**config.mk**
```make
export PLATFORM = sky130hd
export DESIGN_NAME = acc_mask_bank
export DESIGN_NICKNAME = d
export VERILOG_FILES = /design/src/rtl/amb_pkg.sv /design/src/rtl/amb_store.sv /design/src/rtl/amb_host_gate.sv /design/src/rtl/amb_target_map.sv /design/src/rtl/acc_mask_bank.sv
export SDC_FILE = /design/constraint.sdc
export NUM_CORES = 2
export LEC_CHECK = 0
export ABC_CLOCK_PERIOD_IN_PS = 2630
export BUFFER_PORTS_ARGS = -buffer_cell sky130_fd_sc_hd__buf_2
export CORE_MARGIN = 2
export CORE_UTILIZATION = 45
export DETAILED_ROUTE_END_ITERATION = 8
export PLACE_DENSITY = 0.7
export SLEW_MARGIN = 20
export SYNTH_ARGS = -nofsm -noshare
export SYNTH_HDL_FRONTEND = slang
export SYNTH_SLANG_ARGS = --single-unit
```
**constraint.sdc**
```tcl
create_clock -name clk -period 2.63 [get_ports clk]
set_input_delay 0 -clock clk [delete_from_list [all_inputs] [get_ports clk]]
set_output_delay 0 -clock clk [all_outputs]
set_load 0.03 [all_outputs]
```
**src/rtl/amb_pkg.sv**
```systemverilog
package amb_pkg;

    typedef enum logic [2:0] {
        ACT_NONE  = 3'd0,
        ACT_ERR   = 3'd1,
        ACT_WRITE = 3'd2,
        ACT_DROP  = 3'd3,
        ACT_READ  = 3'd4,
        ACT_ZERO  = 3'd5
    } host_act_e;

    // Enable check first, freeze gating second.
    function automatic host_act_e amb_classify(
        input logic req,
        input logic we,
        input logic en,
        input logic frz
    );
        host_act_e a;
        if (!req)       a = ACT_NONE;
        else if (!en)   a = ACT_ERR;
        else if (we)    a = frz ? ACT_WRITE : ACT_DROP;
        else            a = frz ? ACT_READ  : ACT_ZERO;
        return a;
    endfunction

endpackage

```
**src/rtl/amb_store.sv**
```systemverilog
module amb_store #(
    parameter int DEPTH = 64,
    parameter int DW    = 32,
    localparam int IW   = $clog2(DEPTH),
    localparam int NB   = DW / 8
) (
    input  logic          clk,
    input  logic          wr_en,
    input  logic [IW-1:0] wr_idx,
    input  logic [NB-1:0] wr_be,
    input  logic [DW-1:0] wr_data,
    input  logic [IW-1:0] rd_a_idx,
    output logic [DW-1:0] rd_a_data,
    input  logic [IW-1:0] rd_b_idx,
    output logic [DW-1:0] rd_b_data
);
    // Storage carries no reset; unwritten words stay unknown in 4-state simulation.
    logic [DW-1:0] words [DEPTH];

    for (genvar gi = 0; gi < DEPTH; gi++) begin : g_word
        for (genvar gb = 0; gb < NB; gb++) begin : g_byte
            always_ff @(posedge clk) begin
                if (wr_en && (wr_idx == IW'(gi)) && wr_be[gb])
                    words[gi][gb*8 +: 8] <= wr_data[gb*8 +: 8];
            end
        end
    end

    assign rd_a_data = words[rd_a_idx];
    assign rd_b_data = words[rd_b_idx];
endmodule

```
**src/rtl/amb_host_gate.sv**
```systemverilog
module amb_host_gate #(
    parameter int DEPTH = 64,
    parameter int DW    = 32,
    localparam int IW   = $clog2(DEPTH),
    localparam int NB   = DW / 8
) (
    input  logic          clk,
    input  logic          rst,
    input  logic          freeze,
    input  logic          enable,
    input  logic          req,
    input  logic          we,
    input  logic [DW-1:0] word_in,
    output logic          store_wr,
    output logic          done,
    output logic          err,
    output logic [DW-1:0] rdata
);
    import amb_pkg::*;

    host_act_e act;

    always_comb begin
        act      = amb_classify(req, we, enable, freeze);
        store_wr = (act == ACT_WRITE);
    end

    always_ff @(posedge clk) begin
        if (rst) begin
            done  <= 1'b0;
            err   <= 1'b0;
            rdata <= '0;
        end else begin
            done  <= (act == ACT_WRITE) || (act == ACT_DROP) ||
                     (act == ACT_READ)  || (act == ACT_ZERO);
            err   <= (act == ACT_ERR);
            rdata <= (act == ACT_READ) ? word_in : '0;
        end
    end
endmodule

```
**src/rtl/amb_target_map.sv**
```systemverilog
module amb_target_map #(
    parameter int DEPTH      = 64,
    parameter int FIFO_ELEMS = 8,
    localparam int IW        = $clog2(DEPTH)
) (
    input  logic          fifo_en,
    input  logic          sel_fifo,
    input  logic [IW-1:0] idx,
    output logic          hit,
    output logic [IW-1:0] word_idx
);
    logic in_table;

    always_comb begin
        in_table = (idx < IW'(FIFO_ELEMS));
        word_idx = idx;
        if (sel_fifo)
            hit = fifo_en && in_table;
        else
            hit = !(fifo_en && in_table);
    end
endmodule

```
**src/rtl/acc_mask_bank.sv**
```systemverilog
module acc_mask_bank #(
    parameter int DEPTH      = 64,
    parameter int DW         = 32,
    parameter int FIFO_ELEMS = 8,
    localparam int IW        = $clog2(DEPTH),
    localparam int NB        = DW / 8
) (
    input  logic          clk,
    input  logic          rst,
    input  logic          freeze_i,
    input  logic          mask_en_i,
    input  logic          fifo_en_i,
    input  logic          host_req_i,
    input  logic          host_we_i,
    input  logic [IW-1:0] host_idx_i,
    input  logic [NB-1:0] host_be_i,
    input  logic [DW-1:0] host_wdata_i,
    output logic          host_done_o,
    output logic          host_err_o,
    output logic [DW-1:0] host_rdata_o,
    input  logic          flt_req_i,
    input  logic          flt_fifo_sel_i,
    input  logic [IW-1:0] flt_idx_i,
    output logic          flt_valid_o,
    output logic [DW-1:0] flt_mask_o
);
    logic          store_wr;
    logic [DW-1:0] host_word;
    logic [DW-1:0] flt_word;
    logic          map_hit;
    logic [IW-1:0] map_idx;

    amb_host_gate #(.DEPTH(DEPTH), .DW(DW)) u_gate (
        .clk     (clk),
        .rst     (rst),
        .freeze  (freeze_i),
        .enable  (mask_en_i),
        .req     (host_req_i),
        .we      (host_we_i),
        .word_in (host_word),
        .store_wr(store_wr),
        .done    (host_done_o),
        .err     (host_err_o),
        .rdata   (host_rdata_o)
    );

    amb_target_map #(.DEPTH(DEPTH), .FIFO_ELEMS(FIFO_ELEMS)) u_map (
        .fifo_en (fifo_en_i),
        .sel_fifo(flt_fifo_sel_i),
        .idx     (flt_idx_i),
        .hit     (map_hit),
        .word_idx(map_idx)
    );

    amb_store #(.DEPTH(DEPTH), .DW(DW)) u_store (
        .clk      (clk),
        .wr_en    (store_wr),
        .wr_idx   (host_idx_i),
        .wr_be    (host_be_i),
        .wr_data  (host_wdata_i),
        .rd_a_idx (host_idx_i),
        .rd_a_data(host_word),
        .rd_b_idx (map_idx),
        .rd_b_data(flt_word)
    );

    always_ff @(posedge clk) begin
        if (rst) begin
            flt_valid_o <= 1'b0;
            flt_mask_o  <= '0;
        end else begin
            flt_valid_o <= flt_req_i && map_hit;
            flt_mask_o  <= (flt_req_i && map_hit) ? flt_word : '0;
        end
    end
endmodule

```
==> results.py <==
metrics = {
    "floorplanning": {
        "die_width_um": 470,
        "row_count": 171,
        "die-area_um2": 221000,
        "die_h_um": 470,
        "core_um2": 217000,
        "ioPinCount": 124,
        "start_util_pct": 45.1,
    },
    "logic_synthesis": {
        "synth_cells": 4665,
        "synth_warnings": 0,
        "async_flop_share_pct": 0,
        "synth_area_per_cell_um2": 20.9,
        "synth_top_family_by_area": "multiplexers",
        "synthAdderAreaFrac_pct": 0,
        "yosysUniqueCellTypes": 53,
        "synthXorXnorAreaFrac_pct": 0.0269,
        "seq_area_frac_synth_pct": 64.3,
        "netlist_area_um2": 97700,
        "synth-edff-count": 2048,
        "yosys_most_used_dff": "edfxtp_1",
        "synth-simple-area-share_pct": 2.98,
        "ys_seq_elements": 2115,
        "synth_compound_area_share_pct": 1.67,
        "synth.area.top_cells": "edfxtp_1 (63%), mux4_2 (26%), mux2i_1 (2.4%)",
        "yosysTopAreaCell": "edfxtp_1",
        "synth_nets": 4722,
        "muxShareOfSynthArea_pct": 29.0,
        "synth_top_area_share_pct": 63.0,
    },
    "cts": {
        "cts_tree": "yes",
        "post_cts_buffers": 0,
        "clock_latency_ps": 870,
        "ctsResizeCount": 0,
        "cts_max_level": 4,
        "cts.path.max_buffers": 3,
        "cts_num_sinks": 2115,
        "root_buffer": "clkbuf_16",
        "cts.clk_slew.worst_paths_ps": 60,
        "numCtsBuffers": 215,
    },
    "detailed_routing": {
        "routed_wl_um": 311000,
        "antenna_left": 0,
        "vias_per_cell": 6.70,
        "first_pass_iters": 7,
        "drc": 0,
        "wl_per_cell_um": 36.9,
        "drtIter0Drc": 8827,
        "vias": 56400,
    },
    "timing": {
        "max_freq_ghz": 0.378,
        "slew_viol_final": 0,
        "finalHoldViolCount": 0,
        "setup_slack_ps": -15.4,
        "setup_viol": 1,
        "period_share_pct": 101,
        "tightest_slew_ps": 1000,
        "clock_skew_ps": 34.7,
        "fin_crit_ps": 2650,
        "setup-tns-final_ps": -15.4,
        "max-slew-margin-rel_pct": 33.4,
    },
    "min_path": {
        "hold_class": "input pin to flop",
    },
    "grt": {
        "grt.total_usage_pct": 27.9,
        "grt_pass1_wl_um": 433000,
        "grt_pass1_vias": 55900,
        "grt_max_degree": 65,
        "grt_overflow": 0,
        "antenna_found_initial": 51,
    },
    "power": {
        "power.leakage_nw": 37.9,
        "power.density_nw_per_um2": 636,
        "ir_drop_mv": 0.761,
        "p_total_w": 0.0736,
    },
    "job": {
        "drv_cap": 0,
    },
    "finish": {
        "drive_gt1_share_pct": 41.0,
        "utilization_pct": 53.4,
        "nets": 5393,
        "syn_to_final_growth_pct": 18.4,
    },
    "placed_design": {
        "pre_cts_ws_ps": -83.2,
        "gp_congestion": 0.940,
        "numPortBuffers": 123,
        "dp_hpwl_um": 205000,
    },
    "status": {
        "violations": "negative setup slack",
        "status": "complete, but fails checks",
    },
    "worst_setup_path": {
        "cp.arrival_ps": 3430,
        "path_max_fanout": 16,
        "start_kind": "input pin",
        "crit_type": "input pin to flop",
        "cp-end-kind": "flop",
        "required_ps": 3420,
    },
}
==> path summary, 6_finish.rpt <==
check,startpoint,to,slack [ps],cells after the start
setup reg to reg,u_store.words[26][30],flt_mask_o[30],290,5
hold / removal,freeze_i,u_gate.rdata[7],50,7
hold reg to reg,u_store.words[14][16],flt_mask_o[16],850,3
setup / recovery,flt_idx_i[3],flt_mask_o[30],-20,9
==> what timing repair did <==
item | 4_1_cts | 5_1_grt
setup endpoints to repair | 0 | 0
endpoints found under the hold margin | 2977 | 0
hold buffers | 58 | 0
==> sequential cells by signal (all words and copies together), names as in the netlist <==
signal and count:
flt_mask_o 32, u_store.words 2048, u_gate.done 1, u_gate.rdata 32, u_gate.err 1, flt_valid_o 1
==> kinds of logic (layout without fill, tap and decap cells) <==
logic type | Yosys count | in the layout
AO/OA/AOI/OAI | 228 | 228
XOR/XNOR | 3 | 3
buffers and inverters | 377 | 1237
flip-flops | 2115 | 2115
multiplexers | 1389 | 1389
other | 0 | 42
AND/OR/NAND/NOR | 553 | 553
==> where the power goes <==
| group | switching [W] | leakage, nW | internal, W |
|---|---|---|---|
| clock network | 0.0132 | 3.46 | 0.0178 |
| registers | 0.0000602 | 18.9 | 0.0370 |
| logic | 0.00315 | 15.5 | 0.00250 |
| total | 0.0164 | 37.9 | 0.0572 |
==> metal layers <==
| metal | track usage (%) | wire length [µm] | share of wire, % | vias to the layer above |
|---|---|---|---|---|
| li1 | - | - | - | 21600 |
| met4 | 13.9 | 15600 | 5.0 | 28 |
| met3 | 7.69 | 38000 | 12 | 670 |
| met2 | 43.4 | 148000 | 48 | 4105 |
| met5 | 0 | 191 | 0.061 | - |
| met1 | 36.5 | 109000 | 35 | 30000 |
==> Yosys cell counts, types with 2 or more instances <==
library cell / instances
a221o_1: 6
o211ai_1: 12
buf_1: 66
a211oi_1: 2
a22oi_1: 117
nor2_1: 82
nor3b_1: 3
xor2_1: 2
o21a_1: 4
nand3_1: 58
nand2_1: 106
a32oi_1: 6
a221oi_1: 14
mux2i_1: 239
and3_1: 2
edfxtp_1: 2048
a21oi_1: 8
buf_4: 32
or2_2: 2
a22o_1: 3
nor3_1: 12
and2_1: 259
a21o_1: 2
nand2b_1: 7
o21ai_1: 31
dfxtp_1: 67
buf_6: 28
nand4_1: 6
buf_2: 106
clkbuf_1: 133
nor2b_1: 9
or3_1: 4
mux4_2: 1149
inv_1: 3
buf_12: 6
a31oi_1: 4
o21ai_0: 11
==> critical path, stage by stage <==
cell,delay (ps)
dlygate4sd3_1,550
buf_4,270
nor4b_1,470
xor2_1,110
dlygate4sd3_1,570
nor2_1,220
dlygate4sd3_1,730
o21ai_0,240
nor3_1,220
==> cells in the final DEF, fill, tap and decap left out, types with 5 or more instances in the layout <==
cell              n
and2_1          258
clkinvlp_4       13
nand3_1          58
buf_8             6
inv_6             9
clkinv_1         29
buf_4           437
diode_2          42
nand2b_1          7
dlygate4sd3_1    58
nor3_1           10
a221o_1           6
nor2b_1           7
mux2i_1         239
nand2_1         106
clkbuf_16       219
mux4_2         1149
o211ai_1         12
o21ai_1          31
clkbuf_8         25
nor2_1           77
clkinv_2         34
buf_2            92
a221oi_1         14
a21oi_1           8
nand4_1           6
a32oi_1           6
nor2_4            5
buf_12          232
dfxtp_1          67
a22oi_1         117
clkinv_4          7
o21ai_0          11
clkbuf_1         50
bufinv_16        18
edfxtp_1       2048
==> cell type report <==
class                      count  area [µm²]
fill                       16400      101000
sequential                  2115       62800
multi-input combinational   2173       32900
timing repair buffer         826        9070
clock buffer                 294        6010
tap                         2854        3570
clock inverter               112        1100
antenna                       42         105
inverter                       5        27.5
==> through the flow <==
stage	hold slack [ps]	area, µm²	std cells
3_5_place_dp	217	108000	7914
3_3_place_gp	203	108000	7914
5_1_grt	44.7	116000	8404
2_1_floorplan	75.1	97700	4665
6_report	52.6	116000	8421
4_1_cts	5.39	115000	8378
Power figures use the tool's default switching activity.
